--- src/rtl/intr_ctx_pkg.sv ---
package intr_ctx_pkg;

  typedef enum logic [1:0] {
    RET_NONE = 2'd0,
    RET_NC   = 2'd1,
    RET_CRIT = 2'd2,
    RET_DBG  = 2'd3
  } ret_kind_e;

  localparam int NUM_CLASSES = 2;
  localparam int CLS_NC      = 0;
  localparam int CLS_CRIT    = 1;

endpackage

--- src/rtl/ctx_save_pair.sv ---
module ctx_save_pair #(
  parameter int          XLEN      = 32,
  parameter int          SPRW      = 10,
  parameter int          ADDR_NUM  = 26,
  parameter int          STATE_NUM = 27,
  parameter logic [31:0] RSV_MASK  = 32'h0
) (
  input  logic            clk,
  input  logic            rst,
  input  logic            cap_i,
  input  logic [XLEN-1:0] cap_pc_i,
  input  logic [XLEN-1:0] cap_msr_i,
  input  logic            spr_wr_i,
  input  logic [SPRW-1:0] spr_num_i,
  input  logic [XLEN-1:0] spr_wdata_i,
  output logic [XLEN-1:0] addr_o,
  output logic [XLEN-1:0] state_o
);

  localparam logic [SPRW-1:0] A_NUM = SPRW'(ADDR_NUM);
  localparam logic [SPRW-1:0] S_NUM = SPRW'(STATE_NUM);
  localparam logic [XLEN-1:0] KEEP  = ~XLEN'(RSV_MASK);

  logic            wr_addr, wr_state;
  logic [XLEN-1:0] addr_q, state_q;

  assign wr_addr  = spr_wr_i && (spr_num_i == A_NUM);
  assign wr_state = spr_wr_i && (spr_num_i == S_NUM);

  // no reset: contents survive the synchronous reset
  always_ff @(posedge clk) begin
    if (cap_i) begin
      addr_q  <= cap_pc_i;
      state_q <= cap_msr_i;
    end else begin
      if (wr_addr)  addr_q  <= spr_wdata_i;
      if (wr_state) state_q <= spr_wdata_i & KEEP;
    end
  end

  assign addr_o  = addr_q;
  assign state_o = state_q;


  cap_load_chk: assert property (@(posedge clk) disable iff (rst)
    cap_i |=> (addr_o == $past(cap_pc_i)) && (state_o == $past(cap_msr_i)));


  hold_chk: assert property (@(posedge clk) disable iff (rst)
    (!cap_i && !spr_wr_i) |=> ($stable(addr_o) && $stable(state_o)));


  rsv_clear_chk: assert property (@(posedge clk) disable iff (rst)
    (!cap_i && wr_state) |=> ((state_o & XLEN'(RSV_MASK)) == '0));

endmodule

--- src/rtl/ctx_return_sel.sv ---
module ctx_return_sel
  import intr_ctx_pkg::*;
#(
  parameter int XLEN = 32
) (
  input  logic            clk,
  input  logic            rst,
  input  ret_kind_e       ret_i,
  input  logic [XLEN-1:0] nc_addr_i,
  input  logic [XLEN-1:0] nc_state_i,
  input  logic [XLEN-1:0] cr_addr_i,
  input  logic [XLEN-1:0] cr_state_i,
  output logic            redir_vld_o,
  output logic [XLEN-1:0] redir_pc_o,
  output logic            msr_ld_o,
  output logic [XLEN-1:0] msr_ld_data_o
);

  logic            take;
  logic [XLEN-1:0] sel_pc, sel_state;

  always_comb begin
    take      = 1'b0;
    sel_pc    = '0;
    sel_state = '0;
    unique case (ret_i)
      RET_NC: begin
        take      = 1'b1;
        sel_pc    = nc_addr_i;
        sel_state = nc_state_i;
      end
      RET_CRIT: begin
        take      = 1'b1;
        sel_pc    = cr_addr_i;
        sel_state = cr_state_i;
      end
      default: begin
        take      = 1'b0;
        sel_pc    = '0;
        sel_state = '0;
      end
    endcase
  end

  always_ff @(posedge clk) begin
    if (rst) begin
      redir_vld_o   <= 1'b0;
      redir_pc_o    <= '0;
      msr_ld_o      <= 1'b0;
      msr_ld_data_o <= '0;
    end else begin
      redir_vld_o   <= take;
      redir_pc_o    <= sel_pc;
      msr_ld_o      <= take;
      msr_ld_data_o <= sel_state;
    end
  end


  nc_redir_chk: assert property (@(posedge clk) disable iff (rst)
    (ret_i == RET_NC) |=> (redir_vld_o && redir_pc_o == $past(nc_addr_i)
                           && msr_ld_data_o == $past(nc_state_i)));


  cr_redir_chk: assert property (@(posedge clk) disable iff (rst)
    (ret_i == RET_CRIT) |=> (redir_vld_o && redir_pc_o == $past(cr_addr_i)
                             && msr_ld_data_o == $past(cr_state_i)));


  no_redir_chk: assert property (@(posedge clk) disable iff (rst)
    (ret_i == RET_NONE || ret_i == RET_DBG) |=> (!redir_vld_o && !msr_ld_o));


  rst_quiet_chk: assert property (@(posedge clk)
    rst |=> (!redir_vld_o && !msr_ld_o && redir_pc_o == '0));

endmodule

--- src/rtl/ctx_spr_read.sv ---
module ctx_spr_read #(
  parameter int XLEN      = 32,
  parameter int SPRW      = 10,
  parameter int NC_A_NUM  = 26,
  parameter int NC_S_NUM  = 27,
  parameter int CR_A_NUM  = 58,
  parameter int CR_S_NUM  = 59
) (
  input  logic            clk,
  input  logic            rst,
  input  logic            rd_i,
  input  logic [SPRW-1:0] num_i,
  input  logic [XLEN-1:0] nc_addr_i,
  input  logic [XLEN-1:0] nc_state_i,
  input  logic [XLEN-1:0] cr_addr_i,
  input  logic [XLEN-1:0] cr_state_i,
  output logic [XLEN-1:0] rdata_o,
  output logic            miss_o
);

  logic [XLEN-1:0] mux_data;
  logic            mux_hit;

  always_comb begin
    mux_hit  = 1'b1;
    mux_data = '0;
    if      (num_i == SPRW'(NC_A_NUM)) mux_data = nc_addr_i;
    else if (num_i == SPRW'(NC_S_NUM)) mux_data = nc_state_i;
    else if (num_i == SPRW'(CR_A_NUM)) mux_data = cr_addr_i;
    else if (num_i == SPRW'(CR_S_NUM)) mux_data = cr_state_i;
    else                               mux_hit  = 1'b0;
  end

  always_ff @(posedge clk) begin
    if (rst) begin
      rdata_o <= '0;
      miss_o  <= 1'b0;
    end else begin
      rdata_o <= rd_i ? mux_data : '0;
      miss_o  <= rd_i && !mux_hit;
    end
  end


  miss_zero_chk: assert property (@(posedge clk) disable iff (rst)
    miss_o |-> (rdata_o == '0));


  idle_zero_chk: assert property (@(posedge clk) disable iff (rst)
    !rd_i |=> (rdata_o == '0 && !miss_o));

endmodule

--- src/rtl/intr_ctx_unit.sv ---
module intr_ctx_unit
  import intr_ctx_pkg::*;
#(
  parameter int          XLEN      = 32,
  parameter int          SPRW      = 10,
  parameter int          NC_A_NUM  = 26,
  parameter int          NC_S_NUM  = 27,
  parameter int          CR_A_NUM  = 58,
  parameter int          CR_S_NUM  = 59,
  parameter logic [31:0] RSV_MASK  = 32'h0000_0F00
) (
  input  logic            clk,
  input  logic            rst,
  input  logic            int_nc_i,
  input  logic            int_crit_i,
  input  logic [XLEN-1:0] resume_pc_i,
  input  logic [XLEN-1:0] msr_cur_i,
  input  logic [1:0]      ret_kind_i,
  input  logic            spr_wr_i,
  input  logic            spr_rd_i,
  input  logic [SPRW-1:0] spr_num_i,
  input  logic [XLEN-1:0] spr_wdata_i,
  output logic [XLEN-1:0] spr_rdata_o,
  output logic            spr_miss_o,
  output logic            redir_vld_o,
  output logic [XLEN-1:0] redir_pc_o,
  output logic            msr_ld_o,
  output logic [XLEN-1:0] msr_ld_data_o
);

  logic [NUM_CLASSES-1:0] cap_vec;
  logic [XLEN-1:0]        sv_addr  [NUM_CLASSES];
  logic [XLEN-1:0]        sv_state [NUM_CLASSES];
  ret_kind_e              ret_kind;

  assign cap_vec  = {int_crit_i, int_nc_i};
  assign ret_kind = ret_kind_e'(ret_kind_i);

  for (genvar g = 0; g < NUM_CLASSES; g++) begin : g_pair
    localparam int A_N = (g == CLS_NC) ? NC_A_NUM : CR_A_NUM;
    localparam int S_N = (g == CLS_NC) ? NC_S_NUM : CR_S_NUM;
    ctx_save_pair #(
      .XLEN(XLEN), .SPRW(SPRW), .ADDR_NUM(A_N), .STATE_NUM(S_N),
      .RSV_MASK(RSV_MASK)
    ) u_pair (
      .clk         (clk),
      .rst         (rst),
      .cap_i       (cap_vec[g]),
      .cap_pc_i    (resume_pc_i),
      .cap_msr_i   (msr_cur_i),
      .spr_wr_i    (spr_wr_i),
      .spr_num_i   (spr_num_i),
      .spr_wdata_i (spr_wdata_i),
      .addr_o      (sv_addr[g]),
      .state_o     (sv_state[g])
    );
  end

  ctx_return_sel #(.XLEN(XLEN)) u_ret (
    .clk           (clk),
    .rst           (rst),
    .ret_i         (ret_kind),
    .nc_addr_i     (sv_addr[CLS_NC]),
    .nc_state_i    (sv_state[CLS_NC]),
    .cr_addr_i     (sv_addr[CLS_CRIT]),
    .cr_state_i    (sv_state[CLS_CRIT]),
    .redir_vld_o   (redir_vld_o),
    .redir_pc_o    (redir_pc_o),
    .msr_ld_o      (msr_ld_o),
    .msr_ld_data_o (msr_ld_data_o)
  );

  ctx_spr_read #(
    .XLEN(XLEN), .SPRW(SPRW), .NC_A_NUM(NC_A_NUM), .NC_S_NUM(NC_S_NUM),
    .CR_A_NUM(CR_A_NUM), .CR_S_NUM(CR_S_NUM)
  ) u_rd (
    .clk        (clk),
    .rst        (rst),
    .rd_i       (spr_rd_i),
    .num_i      (spr_num_i),
    .nc_addr_i  (sv_addr[CLS_NC]),
    .nc_state_i (sv_state[CLS_NC]),
    .cr_addr_i  (sv_addr[CLS_CRIT]),
    .cr_state_i (sv_state[CLS_CRIT]),
    .rdata_o    (spr_rdata_o),
    .miss_o     (spr_miss_o)
  );


  pulse_ld_chk: assert property (@(posedge clk) disable iff (rst)
    redir_vld_o |-> msr_ld_o);


  crit_ret_keep_chk: assert property (@(posedge clk) disable iff (rst)
    (ret_kind_i == 2'd2 && !int_nc_i && !spr_wr_i) |=>
      $stable(sv_addr[CLS_NC]));

endmodule

--- config.mk ---
export PLATFORM = sky130hd
export DESIGN_NAME = intr_ctx_unit
export DESIGN_NICKNAME = d
export VERILOG_FILES = /design/src/rtl/intr_ctx_pkg.sv /design/src/rtl/ctx_save_pair.sv /design/src/rtl/ctx_return_sel.sv /design/src/rtl/ctx_spr_read.sv /design/src/rtl/intr_ctx_unit.sv
export SDC_FILE = /design/constraint.sdc
export NUM_CORES = 1
export LEC_CHECK = 0
export ABC_AREA = 0
export BUFFER_PORTS_ARGS = -buffer_cell sky130_fd_sc_hd__buf_2
export CAP_MARGIN = 20
export CORE_MARGIN = 3
export CORE_UTILIZATION = 40
export DETAILED_ROUTE_END_ITERATION = 6
export HOLD_SLACK_MARGIN = 0.06
export PLACE_DENSITY = 0.6
export SYNTH_ARGS = -nofsm -noshare
export SYNTH_HDL_FRONTEND = slang
export SYNTH_SLANG_ARGS = --single-unit
--- constraint.sdc ---
create_clock -name clk -period 3 [get_ports clk]
set_input_delay 0.6 -clock clk [delete_from_list [all_inputs] [get_ports clk]]
set_output_delay 0.6 -clock clk [all_outputs]
set_load 0.01 [all_outputs]
==> run_results.csv <==
group,metric,value,unit
outcome,status,"finished, final reports clean",
route,firstDrtPassIters,4,
setup_path,critPathBufInv,3,
floorplan,io_pins,213,
setup_path,endpoint_kind,"register",
placed_design,place_inst,1275,
floorplan,dieArea,25100,sq um
route,vias,6681,
route,detail_route.wl_per_cell,18.7,um
synth,synthesis.area,9310,sq um
setup_path,cp.arrival,2.07,ns
synth,synthTopCellsByCount,"nand2_1 (224), edfxtp_1 (128), dfxtp_1 (98)",
synth,ys_types,28,
synth,synth_edf_count,128,
synth,yosysSeqAreaShare,62.3,%
route,drtIter0Drc,427,
floorplan,die_y,159,um
sta,post-route-period-util,62.3,%
cells_and_area,syn_to_final_growth,23.8,%
sta,rsz0062_at_grt,"false",
power_and_ir_drop,p_per_area,628,nW/um^2
cells_and_area,fin_cells,1320,
synth,yosysTopAreaCellShare,41.3,%
floorplan,start_util,40.9,%
route,drc,0,
sta,layout_min_cycle_time,1.87,ns
placed_design,portBuffers,212,
sta,tightestPinTransition,0.831,ns
setup_path,cpLargestDelayFamily,"buffers and inverters",
synth,synthMuxAreaShare,8.91,%
setup_path,crit_type,"input port to register",
global_routing,grt_max_degree,66,
clock_network,clkTransAtPathRegs,0.06,ns
clock_network,cts_hold_buf,0,
synth,synth_area_leaders,"edfxtp_1 (41%), dfxtp_1 (21%), nand2_1 (9.0%)",
floorplan,coreArea,22800,sq um
setup_path,slowest_stage,"a41o_2",
placed_design,dpl-instance-area,10700,sq um
synth,synth_top_family_by_area,"simple AND/OR/NAND/NOR gates",
global_routing,globalRoute.totalOverflow,0,
power_and_ir_drop,peakVddDrop,0.293,mV
floorplan,die_x,159,um
clock_network,ctsResizeCount,0,
clock_network,clock_path_buffers,3,
global_routing,grt_pass1_wl,37400,um
synth,synthAdderAreaFrac,0.269,%
cells_and_area,fillerInstances,2028,
flow_run,cap_violations,0,
synth,syn_nets,908,
cells_and_area,antennaDiodeCount,0,
global_routing,antenna_found_initial,2,
power_and_ir_drop,leakage,5.08,nW
sta,setup_viol,0,
synth,synth.largest_area_cell,"edfxtp_1",
placed_design,gpl.final_weighted_congestion,0.761,
route,drt_wl_total,24700,um
setup_path,critPathRequiredTime,3.20,ns
synth,syn_inst,792,
clock_network,cts_setup_buffers,0,
route,vias_per_cell,5.06,
sta,finalSetupTns,0,ns
cells_and_area,postLayoutCellArea,11500,sq um
synth,avgSynthCellArea,11.8,sq um
synth,ys_ff_latch,226,
cells_and_area,nets,1105,
sta,slew_headroom,44.5,%
synth,synth-simple-area-share,19.7,%
setup_path,crit_chain,"buf_2, nor4bb_4, buf_4, a41o_2, buf_12",
route,antenna_left,0,
sta,slew_viol_final,0,
global_routing,grt_pass1_vias,6654,
floorplan,placementRows,55,
synth,ys.flop_type,"edfxtp_1",
clock_network,cts_tree,"built",
setup_path,crit_fanout,19,
min_path,hp-class,"input port to register",
clock_network,htreeDepth,1,
clock_network,insertion_delay,0.51,ns
setup_path,startpoint_type,"input port",
sta,finalClockSkew,0.0127,ns
global_routing,gr-usage-all-layers,19.4,%
cells_and_area,drive_gt1_share,30.8,%
clock_network,clock_sinks,226,
placed_design,dpl.hpwl,17000,um
clock_network,cts_inserted_buffers,25,
sta,fmax,535,MHz
synth,yosysMostFrequentCell,"nand2_1",
synth,synth-compound-area-share,5.66,%
clock_network,cts-root-buf,"clkbuf_16",
synth,synth_async_sr_flop_share,0,%
synth,synthXorXnorAreaFrac,0,%
synth,ys_warn_count,0,
setup_path,critPathMaxStageDelay,0.48,ns
sta,hold_viol,0,
sequential cells by signal (all words and copies together) (netlist names):
| register | count |
|---|---|
| g_pair.u_pair.addr_o | 64 |
| g_pair.u_pair.state_o | 64 |
| u_rd.miss_o | 1 |
| u_rd.rdata_o | 32 |
| u_ret.msr_ld_data_o | 32 |
| u_ret.msr_ld_o | 1 |
| u_ret.redir_pc_o | 32 |
metal layers:
| layer | up-vias | share of wire (%) | global-route usage [%] |
|---|---|---|---|
| met5 | - | 0.085 | 0 |
| li1 | 3190 | - | - |
| met2 | 268 | 47 | 31.8 |
| met4 | 4 | 2.4 | 5.53 |
| met1 | 3175 | 42 | 26.5 |
| met3 | 44 | 8.0 | 3.83 |
path summary, 6_finish.rpt:
| path | startpoint | endpoint | slack, ns | cells past startpoint |
|---|---|---|---|---|
| max | spr_num_i[7] | g_pair[1].u_pair.addr_o[29]$_DFFE_PP_ | 1.13 | 5 |
| min | msr_cur_i[16] | g_pair[0].u_pair.state_o[16]$_DFFE_PP_ | 0.37 | 3 |
| max reg2reg | g_pair[0].u_pair.addr_o[20]$_DFFE_PP_ | u_rd.rdata_o[20]$_SDFF_PP0_ | 1.80 | 2 |
| min reg2reg | g_pair[0].u_pair.state_o[5]$_DFFE_PP_ | u_ret.msr_ld_data_o[5]$_SDFF_PP0_ | 0.52 | 2 |
placed cells by master, fill, tap and decap left out, drive strengths merged, types with 2 or more instances in the layout:
| cell | n |
|---|---|
| edfxtp | 128 |
| dfxtp | 98 |
| nor2 | 65 |
| inv | 3 |
| bufinv | 2 |
| nor2b | 3 |
| and2 | 8 |
| and4 | 32 |
| mux4 | 32 |
| a22oi | 64 |
| buf | 230 |
| nand2 | 224 |
| ha | 2 |
| a41o | 3 |
| clkinvlp | 2 |
| clkbuf | 32 |
| clkinv | 9 |
| nand2b | 56 |
| mux2 | 8 |
power by group:
group          switching, W  total, W  leakage, nW  internal (W)
clock network       0.00120   0.00294        0.380       0.00174
registers         0.0000938   0.00360         2.04       0.00351
logic              0.000386  0.000697         2.66      0.000311
total               0.00168   0.00724         5.08       0.00556
worst min-delay path: stages:
cell,delay [ns]
buf_2,0.09
nand2_1,0.04
nand2_1,0.05
cell type report:
| class | count | area (sq um) | area share (%) |
|---|---|---|---|
| flip-flops and latches | 226 | 5810 | 50.4 |
| multi-input cells | 503 | 3240 | 28.1 |
| repair buffers | 230 | 1290 | 11.2 |
| clock buffers | 32 | 672 | 5.83 |
| well taps | 313 | 392 | 3.40 |
| clock inverters | 13 | 114 | 0.988 |
| inverters | 3 | 11.3 | 0.0977 |
metrics by stage:
stage / power, W / util (%) / setup slack [ns] / hold slack (ns)
CTS: 0.00730 / 50.6 / 1.13 / 0.357
global route: 0.00754 / 50.6 / 1.06 / 0.366
global placement: 0.00436 / 47.1 / 0.609 / 0.501
finish: 0.00724 / 50.6 / 1.13 / 0.375
floorplan: 0.00406 / - / 0.662 / 0.475
detailed placement: 0.00437 / 47.1 / 0.594 / 0.508
cells by family (layout without fill, tap and decap cells):
kind of cell,count (synthesis),in the layout
and+or+nand+nor,392,392
DFF,226,226
AOI/OAI and AO/OA,69,69
buffers and inverters,63,278
muxes,40,40
adders and majority gates,2,2
Power figures use the tool's default switching activity.
